==> config.mk <==
export PLATFORM = sky130hd
export DESIGN_NAME = phase_capture_avg
export DESIGN_NICKNAME = d
export VERILOG_FILES = /design/src/rtl/phase_capture_avg.sv
export SDC_FILE = /design/constraint.sdc
export NUM_CORES = 1
export LEC_CHECK = 0
export BUFFER_PORTS_ARGS = -buffer_cell sky130_fd_sc_hd__buf_2
export CORE_ASPECT_RATIO = 1.25
export CORE_MARGIN = 2
export CORE_UTILIZATION = 50
export CTS_BUF_LIST = sky130_fd_sc_hd__clkbuf_4
export DETAILED_ROUTE_END_ITERATION = 10
export GPL_TIMING_DRIVEN = 0
export PLACE_DENSITY = 0.68
export SLEW_MARGIN = 10
export SYNTH_ARGS = -nofsm -noshare
export SYNTH_HDL_FRONTEND = slang
export SYNTH_SLANG_ARGS = --single-unit
==> constraint.sdc <==
create_clock -name clk -period 8.9 [get_ports clk]
set_input_delay 2.225 -clock clk [delete_from_list [all_inputs] [get_ports clk]]
set_output_delay 2.225 -clock clk [all_outputs]
set_load 0.005 [all_outputs]
==> src/rtl/phase_capture_avg.sv <==
module phase_capture_avg #(
  parameter int CNT_W  = 12,
  parameter int DEPTH  = 8,
  parameter int ACC_W  = 32,
  parameter int NCNT_W = 16,
  parameter int FRAC   = 8,
  parameter int OUT_W  = 24,
  parameter int MISS_W = 8,
  parameter int DITH_W = 3
) (
  input  logic                    clk,
  input  logic                    rst_n,
  input  logic [CNT_W-1:0]        period_cfg,
  input  logic [DITH_W-1:0]       dither_sel,
  input  logic [CNT_W-1:0]        cal_offset,
  input  logic                    sense_in,
  input  logic                    frame_stb,
  input  logic [$clog2(DEPTH)-1:0] buf_addr,
  output logic                    ref_out,
  output logic [CNT_W-1:0]        buf_data,
  output logic [$clog2(DEPTH)-1:0] buf_wptr,
  output logic [MISS_W-1:0]       miss_count,
  output logic signed [OUT_W-1:0] res_data,
  output logic [NCNT_W-1:0]       res_count,
  output logic                    res_valid
);
  localparam int AW  = $clog2(DEPTH);
  localparam int DW  = ACC_W + FRAC;
  localparam int SW  = $clog2(DW + 1);
  localparam int DMW = (1 << DITH_W) - 1;

  logic [CNT_W-1:0]  pcnt;
  logic [2:0]        sync_q;
  logic              got;
  logic [15:0]       lfsr;
  logic [DMW-1:0]    dth;
  logic [CNT_W-1:0]  mem [DEPTH];
  logic [ACC_W-1:0]  acc;
  logic [NCNT_W-1:0] ncap;
  logic              busy, pend;
  logic [SW-1:0]     step;
  logic [DW-1:0]     dvd;
  logic [NCNT_W-1:0] den, rem;

  wire [CNT_W-1:0] per_eff = (period_cfg < CNT_W'(4)) ? CNT_W'(4) : period_cfg;
  wire             last    = pcnt >= per_eff - CNT_W'(1);
  wire             rise    = sync_q[1] & ~sync_q[2];
  wire             take    = rise & ~got;
  wire [DMW-1:0]   dmask   = ~({DMW{1'b1}} << dither_sel);
  wire [CNT_W-1:0] cap_val = pcnt + CNT_W'(dth);
  wire             fin     = busy && (step == '0);
  wire             start   = (frame_stb & ~busy) | (fin & (pend | frame_stb));
  wire [NCNT_W:0]  trial   = {rem, dvd[DW-1]};
  wire             qbit    = trial >= {1'b0, den};
  wire signed [OUT_W-1:0] cal_fx =
    {{(OUT_W-CNT_W-FRAC){1'b0}}, cal_offset, {FRAC{1'b0}}};

  assign ref_out  = pcnt < (per_eff >> 1);
  assign buf_data = mem[buf_addr];

  always_ff @(posedge clk) begin
    if (!rst_n) begin
      pcnt   <= '0;
      sync_q <= '0;
      got    <= 1'b0;
      lfsr   <= 16'hACE1;
      dth    <= '0;
    end else begin
      sync_q <= {sync_q[1:0], sense_in};
      if (last) begin
        pcnt <= '0;
        got  <= 1'b0;
        lfsr <= {lfsr[14:0], lfsr[15] ^ lfsr[13] ^ lfsr[12] ^ lfsr[10]};
        dth  <= lfsr[DMW-1:0] & dmask;
      end else begin
        pcnt <= pcnt + CNT_W'(1);
        if (take) got <= 1'b1;
      end
    end
  end

  always_ff @(posedge clk) begin
    if (take) mem[buf_wptr] <= cap_val;
  end

  always_ff @(posedge clk) begin
    if (!rst_n) begin
      buf_wptr   <= '0;
      miss_count <= '0;
    end else begin
      if (take)
        buf_wptr <= (buf_wptr == AW'(DEPTH-1)) ? '0 : buf_wptr + AW'(1);
      if (last && !(got || take) && !(&miss_count))
        miss_count <= miss_count + MISS_W'(1);
    end
  end

  always_ff @(posedge clk) begin
    if (!rst_n) begin
      acc  <= '0;
      ncap <= '0;
      pend <= 1'b0;
    end else begin
      if (start) begin
        acc  <= take ? ACC_W'(cap_val) : '0;
        ncap <= take ? NCNT_W'(1) : '0;
      end else if (take && !(&ncap)) begin
        acc  <= acc + ACC_W'(cap_val);
        ncap <= ncap + NCNT_W'(1);
      end
      if (start)                 pend <= 1'b0;
      else if (frame_stb && busy) pend <= 1'b1;
    end
  end

  always_ff @(posedge clk) begin
    if (!rst_n) begin
      busy      <= 1'b0;
      step      <= '0;
      dvd       <= '0;
      den       <= '0;
      rem       <= '0;
      res_valid <= 1'b0;
      res_data  <= '0;
      res_count <= '0;
    end else begin
      res_valid <= fin;
      if (fin) begin
        res_count <= den;
        res_data  <= (den == '0) ? -cal_fx : $signed(dvd[OUT_W-1:0]) - cal_fx;
      end
      if (start) begin
        busy <= 1'b1;
        step <= SW'(DW);
        dvd  <= {acc, {FRAC{1'b0}}};
        den  <= ncap;
        rem  <= '0;
      end else if (busy && step != '0) begin
        rem  <= qbit ? trial[NCNT_W-1:0] - den : trial[NCNT_W-1:0];
        dvd  <= {dvd[DW-2:0], qbit};
        step <= step - SW'(1);
      end else if (fin) begin
        busy <= 1'b0;
      end
    end
  end

  p_ref_restart_r1: assert property (@(posedge clk) disable iff (!rst_n)
    last |=> ref_out);
  p_one_take_r3: assert property (@(posedge clk) disable iff (!rst_n)
    (take && !last) |=> !take);
  p_wptr_wrap_r4: assert property (@(posedge clk) disable iff (!rst_n)
    (take && buf_wptr == AW'(DEPTH-1)) |=> buf_wptr == '0);
  p_miss_step_r5: assert property (@(posedge clk) disable iff (!rst_n)
    (miss_count == $past(miss_count)) || (miss_count == $past(miss_count) + MISS_W'(1)));
  p_miss_hold_r5: assert property (@(posedge clk) disable iff (!rst_n)
    (&miss_count) |=> (&miss_count));
  p_valid_single_r6: assert property (@(posedge clk) disable iff (!rst_n)
    res_valid |=> !res_valid);
  p_queue_hold_r9: assert property (@(posedge clk) disable iff (!rst_n)
    (frame_stb && busy && !fin) |=> pend);
endmodule

==> out/results.ini, run 1 <==
[worst_setup_path]
criticalPathCategory = in2out
cp_cell_sequence = buf_2 > or4_1 > or3_1 > nor3_1 > a21oi_1 > ha_1 > or3_1 > a21oi_1 > buf_2
cpPeakStageDelay_ps = 570
setup.worst_path.end_class = output port
startpoint_type = input pin
crit_slowest_cell = or4_1
cp.arrival_ps = 4500
required_ps = 6680
crit_path_max_fanout = 5

[route]
vias_per_cell = 5.65
vias = 12900
dr.pass1.iters = 8
ant_nets = 0
drtIter0Drc = 817
drc_errors = 0
wl_per_cell_um = 17.8
totalWireLength_um = 40500

[timing]
period_share_pct = 75.6
hold_viol = 0
rsz0062_at_grt = false
fin_skew_ps = 77.8
finalMaxSlewViolations = 0
slew-limit-headroom_pct = 20.8
tightest_slew_ps = 1180
finalSetupViolations = 0
fin_crit_ps = 6730
hold-worst-slack_ps = 437
fmax_mhz = 149
fin_setup_tns_ps = 0

[grt]
grt_pass1_wl_um = 64900
globalRoute.totalOverflow = 0
grt_pass1_vias = 12800
antenna_found_initial = 2
grt_start_max_net_pins = 13
grt_usage_pct = 24.8

[clocking]
cts-htree-levels = 3
tritoncts = yes
insertion_delay_ps = 740
cts_buffers = 81
cts_resized = 0
clock_path_buffers = 3
cts.clk_slew.worst_paths_ps = 70
numClockSinks = 315
postCtsSetupBuffers = 0
holdBufCountCts = 0
clockRootBuffer = clkbuf_4

[finish]
syn_to_final_growth_pct = 13.6
nNetsFinal = 1926
final_util_pct = 57.6
stdcell_count = 2279
drive_above_1_share_pct = 16.7

[floorplanning]
die_w_um = 163
rows = 72
io_pins = 99
core_mm2 = 0.0310
die_h_um = 202
start_util_pct = 50.7
dieArea_mm2 = 0.0329

[job]
maxCapViolations = 0

[yosys]
synth.area.top_cells = dfxtp_1, edfxtp_1, ha_1
synth_edf_count = 96
yosys_warnings = 0
synth_area_mm2 = 0.0157
synth_fp_nets = 1740
yosysTopAreaCellShare_pct = 27.9
synth_cell_types = 73
synthArstFlopShare_pct = 0
ys_ff_latch = 315
ys_seq_area_share_pct = 46.2
ys.flop_type = dfxtp_1
yosysTopAreaCell = dfxtp_1
avgSynthCellArea_um2 = 9.68
syn_inst = 1624

[status]
status = finished clean

[place]
place.gp.congestion = 0.920
post-dp-hpwl_um = 29900
port_buffers = 95
numPlacedInstances = 2134

[worst_hold_path]
hold_class = reg2reg

[pwr]
peakVddDrop_mv = 0.116
leakagePower_nw = 7.00
power_density_mw_per_mm2 = 190

[routing by layer]
layer	wire, µm	share of wire (%)	global-route usage, %
met1	16100	40	28.2
met2	21200	52	45.4
met3	1890	4.7	4.27
met4	1340	3.3	10.7
met5	0	0	0
[layout make-up]
| cell class | count | area (µm²) |
|---|---|---|
| Antenna cell | 2 | 5.00 |
| Buffer | 79 | 324 |
| Clock buffer | 114 | 856 |
| Clock inverter | 29 | 179 |
| Fill cell | 2792 | 13100 |
| Inverter | 54 | 203 |
| Multi-Input combinational cell | 1176 | 7960 |
| Sequential cell | 315 | 7270 |
| Tap cell | 407 | 509 |
| Timing Repair Buffer | 103 | 547 |
[where the power goes]
| group | switching, W | internal (W) | leakage (nW) |
|---|---|---|---|
| logic | 0.000355 | 0.000232 | 3.72 |
| registers | 0.0000414 | 0.00152 | 2.66 |
| clock network | 0.000585 | 0.000653 | 0.613 |
[cells by family after synthesis]
logic type | Yosys count | share of synthesized area, %
muxes | 78 | 6.97
DFF | 315 | 46.2
AOI/OAI and AO/OA | 351 | 14.4
and+or+nand+nor | 557 | 16.3
adders and majority gates | 82 | 6.72
buffers and inverters | 133 | 3.35
xor gates and xnor gates | 108 | 6.02
[cells in the mapped netlist (all sizes together) (41+ instances only)]
library cell  count
clkbuf           53
o21ai            53
nand2           190
mux2i            42
nor2            182
xnor2            68
nand3            41
a211oi           60
edfxtp           96
a21oi           129
inv              54
ha               78
dfxtp           219
[stage by stage]
stage | setup slack (ps) | instance area, µm² | total power [W]
2_1_floorplan | 2560 | 15700 | 0.00201
3_3_place_gp | 2130 | 16700 | 0.00217
3_5_place_dp | 2070 | 16800 | 0.00218
4_1_cts | 2170 | 17800 | 0.00342
5_1_grt | 2000 | 17900 | 0.00357
6_report | 2170 | 17900 | 0.00339
[path summary, 6_finish.rpt]
path	from	to	slack [ps]	cells after the start
hold / removal	sync_q[0]$_SDFF_PN0_	sync_q[1]$_SDFF_PN0_	440	1
setup / recovery	period_cfg[6]	ref_out	2170	9
hold reg to reg	sync_q[0]$_SDFF_PN0_	sync_q[1]$_SDFF_PN0_	440	1
setup reg to reg	pcnt[2]$_SDFF_PP0_	acc[26]$_SDFFE_PN0P_	4330	14
[state kept, by name, summed over array words and instances (netlist names), 7 cells and up]
| name | flops |
|---|---|
| ncap | 16 |
| rem | 16 |
| res_count | 16 |
| lfsr | 16 |
| dvd | 40 |
| acc | 32 |
| mem | 96 |
| res_data | 24 |
| den | 16 |
| dth | 7 |
| miss_count | 8 |
| pcnt | 12 |
[cell usage in the layout, fill, tap and decap left out, types with 11 or more instances in the layout]
cell | netlist | final
a21oi_1 | 128 | 128
dfxtp_1 | 219 | 219
nand4_1 | 18 | 18
clkbuf_4 | 0 | 114
xor2_1 | 40 | 40
nor2_1 | 180 | 179
clkbuf_1 | 53 | 53
edfxtp_1 | 96 | 96
o211ai_1 | 11 | 11
nor3_1 | 28 | 26
or3_1 | 14 | 14
mux4_2 | 24 | 24
ha_1 | 78 | 78
clkinv_1 | 0 | 17
o21a_1 | 17 | 17
a21o_1 | 11 | 11
o21ai_0 | 48 | 48
mux2_2 | 12 | 12
buf_2 | 13 | 108
inv_1 | 54 | 54
a211oi_1 | 59 | 59
xnor2_1 | 68 | 68
nor4_1 | 15 | 14
mux2i_1 | 42 | 42
nand3_1 | 41 | 41
nand2_1 | 190 | 190
[worst max-delay path: cells and delay by family]
family,cells,cell delay (ps)
buf+inv,2,250
compound gates,2,320
fa+ha+maj,1,240
simple gates,4,1460
Power figures use the tool's default switching activity.
==> run 2: changes to the inputs <==
ABC_AREA = 1   (was default)
PLACE_DENSITY = 0.7   (was 0.68)
clock period = 6.18 ns   (was 8.9 ns; I/O delays follow)
==> run 2 against run 1 <==
Critical path type unchanged. Highest routed layer unchanged. Wire length up 21%. Die area is 5.3% higher. Largest cell class unchanged. Sequential share of layout area fell by 1.7 points.
==> out/results.ini, run 2 <==
[pwr]
p_sw_share_pct = 31.6  ; +2.6 points
seq_power_share_pct = 45.7  ; -0.4 points
intPower_w = 0.00336  ; +40%
peakVddDrop_mv = 0.171  ; +48%
leakagePower_nw = 8.45  ; +21%
power.net_switching_w = 0.00155  ; +58%
power_density_mw_per_mm2 = 263  ; +39%
combPwrFrac_pct = 17.7  ; +0.4 points
clkPwrFrac_pct = 36.6  ; about the same

[finish]
layout_common_cells = nand2_1, inv_1, nor2_1
drive_above_1_share_pct = 11.0  ; -5.8 points
syn_to_final_growth_pct = 12.3
final_util_pct = 57.0  ; -0.65 points
largest_reg_flops = 96  ; unchanged
reg.largest.list = mem: 96 flops, dvd: 40 flops, acc: 32 flops
layout_commonest_cell = nand2_1
largest-register = mem
nNetsFinal = 2504  ; +30%

[yosys]
syn_inst = 2209  ; +36%
yosys_warnings = 0  ; unchanged
synth_area_mm2 = 0.0166  ; +5.5%
ys_seq_area_share_pct = 43.8  ; -2.4 points
yosysMostFrequentCell = nand2_1
avgSynthCellArea_um2 = 7.50  ; -22%
synth_common_cells = nand2_1, inv_1, nor2_1
ys_ff_latch = 315  ; unchanged
yosysTopAreaCell = dfxtp_1
synth.area.top_cells = dfxtp_1, edfxtp_1, nand2_1
yosysTopAreaCellShare_pct = 26.5  ; -1.4 points
synth_edf_count = 96  ; unchanged
synth_fp_nets = 2325  ; +34%
synthArstFlopShare_pct = 0  ; unchanged
synth_cell_types = 45  ; -38%
ys.flop_type = dfxtp_1

[worst_setup_path]
worst-path-buf-inv = 5  ; +3
startpoint_type = input pin
crit_path_max_fanout = 10  ; +5
required_ps = 4640  ; -2040 ps
cp_cell_sequence = buf_2 > inv_1 > clkbuf_1 > clkbuf_1 > nor2_1 > o22ai_1 > nor2_1 > a31oi_1 > buf_2
cpPeakStageDelay_ps = 470  ; -100 ps
criticalPathCategory = in2out
crit_slowest_cell = clkbuf_1
setup.worst_path.end_class = output port
cp.arrival_ps = 3410  ; -1090 ps
cp_top_family = buffers and inverters

[place]
pre_cts_ws_ps = 1060  ; -1020 ps
port_buffers = 97  ; +2.1%
place.gp.congestion = 0.944  ; +2.6%
post-dp-hpwl_um = 36500  ; +22%

[grt]
grt_pass1_vias = 15300  ; +20%
grt_pass1_wl_um = 77900  ; +20%
antenna_found_initial = 4  ; +2
globalRoute.totalOverflow = 0  ; unchanged
grt_start_max_net_pins = 13  ; unchanged
grt_usage_pct = 28.0  ; +3.2 points

[clocking]
tritoncts = yes
cts.clk_slew.worst_paths_ps = 70  ; about the same
holdBufCountCts = 0  ; unchanged
cts_buffers = 80  ; -1.2%
cts_resized = 0  ; unchanged
cts-htree-levels = 3  ; unchanged
postCtsSetupBuffers = 0  ; unchanged
clock_path_buffers = 3  ; unchanged
insertion_delay_ps = 750  ; about the same
numClockSinks = 315  ; unchanged
clockRootBuffer = clkbuf_4

[timing]
rsz0062_at_grt = false
period_share_pct = 80.2
fmax_mhz = 202
slew-limit-headroom_pct = 19.1  ; -1.7 points
fin_setup_tns_ps = 0  ; unchanged
finalSetupViolations = 0  ; unchanged
fin_skew_ps = 53.4  ; -24.4 ps
hold_viol = 0  ; unchanged
finalMaxSlewViolations = 0  ; unchanged
setup_ws_ps = 1220  ; -952 ps
fin_crit_ps = 4960
tightest_slew_ps = 1210  ; +28.8 ps

[route]
drtIter0Drc = 1242  ; +52%
vias = 15700  ; +22%
vias_per_cell = 5.45  ; -3.7%
wl_per_cell_um = 17.0  ; -4.2%
ant_nets = 0  ; unchanged
totalWireLength_um = 48900  ; +21%
drc_errors = 0  ; unchanged
dr.pass1.iters = 6  ; -2

[floorplanning]
core_mm2 = 0.0327  ; +5.5%
start_util_pct = 50.7  ; about the same
die_h_um = 208  ; +2.6%
io_pins = 99  ; unchanged
rows = 74  ; +2.8%
die_w_um = 167  ; +2.6%
dieArea_mm2 = 0.0346  ; +5.3%

[job]
maxCapViolations = 0  ; unchanged

[status]
status = finished clean

[worst_hold_path]
hold_class = reg2reg

==> run 2: changes by cell type in the layout (fill, tap and decap cells not counted), sizes merged, moves of 15 or more <==
cell	before	now
nand3	41	142
inv	58	270
o21ai	53	181
nand2	190	486
o21a	18	2
a21oi	129	177
mux2i	42	0
a211oi	60	3
o22ai	4	19
mux4	24	0
nor2	182	251
nand4	19	37
xnor2	68	10
==> run 2: worst paths after layout <==
check / start / to / slack (ps) / depth (start not counted)
setup reg to reg: pcnt[0]$_SDFF_PP0_ / acc[19]$_SDFFE_PN0P_ / 2350 / 18
setup / recovery: buf_addr[0] / buf_data[4] / 1220 / 9
hold reg to reg: sync_q[1]$_SDFF_PN0_ / sync_q[2]$_SDFF_PN0_ / 420 / 2
hold / removal: sync_q[1]$_SDFF_PN0_ / sync_q[2]$_SDFF_PN0_ / 420 / 2
==> run 2: through the flow <==
stage	hold slack, ps	cells	power (W)	instance area [µm²]
6_report	418	2877	0.00490	18600
5_1_grt	453	2875	0.00515	18600
4_1_cts	420	2873	0.00492	18600
3_5_place_dp	418	2724	0.00314	17600
3_3_place_gp	417	2724	0.00313	17600
2_1_floorplan	390	2209	0.00285	16600
==> run 2: area by class of cell <==
class | count | area (µm²)
Buffer | 78 | 328
Timing Repair Buffer | 97 | 485
Clock inverter | 36 | 175
Multi-Input combinational cell | 1548 | 7970
Tap cell | 418 | 523
Fill cell | 3106 | 14100
Inverter | 268 | 1010
Clock buffer | 113 | 848
Antenna cell | 4 | 10.0
Sequential cell | 315 | 7270
==> run 2: cells by family after synthesis <==
kind of cell	synth area share, %
buffers and inverters	8.05
adder cells (fa/ha/maj)	6.37
AO/OA/AOI/OAI	14.6
XOR/XNOR	2.59
AND/OR/NAND/NOR	24.5
flip-flops	43.8
==> run 2: tightest hold or removal path, stage by stage, from the launching register on <==
cell	delay [ps]
dfxtp_1	310
nand2_1	50
inv_1	30
==> run 2: per-layer routing <==
metal | global-route usage (%) | share of wire, % | vias to the layer above | wire (µm)
met2 | 51.7 | 51 | 550 | 25000
met4 | 13.8 | 4.7 | 0 | 2320
met1 | 30.5 | 38 | 7216 | 18500
met5 | 0 | 0 | - | 0
met3 | 5.20 | 6.3 | 148 | 3100
li1 | - | - | 7760 | -
==> run 2: power groups by stage <==
stage                     combinational (W)  sequential (W)  clock [W]
after CTS                          0.000860         0.00224    0.00182
after floorplan                    0.000578         0.00227          0
after global routing               0.000967         0.00225    0.00194
final                              0.000869         0.00224    0.00179
after global placement             0.000842         0.00228          0
after detailed placement           0.000855         0.00228          0
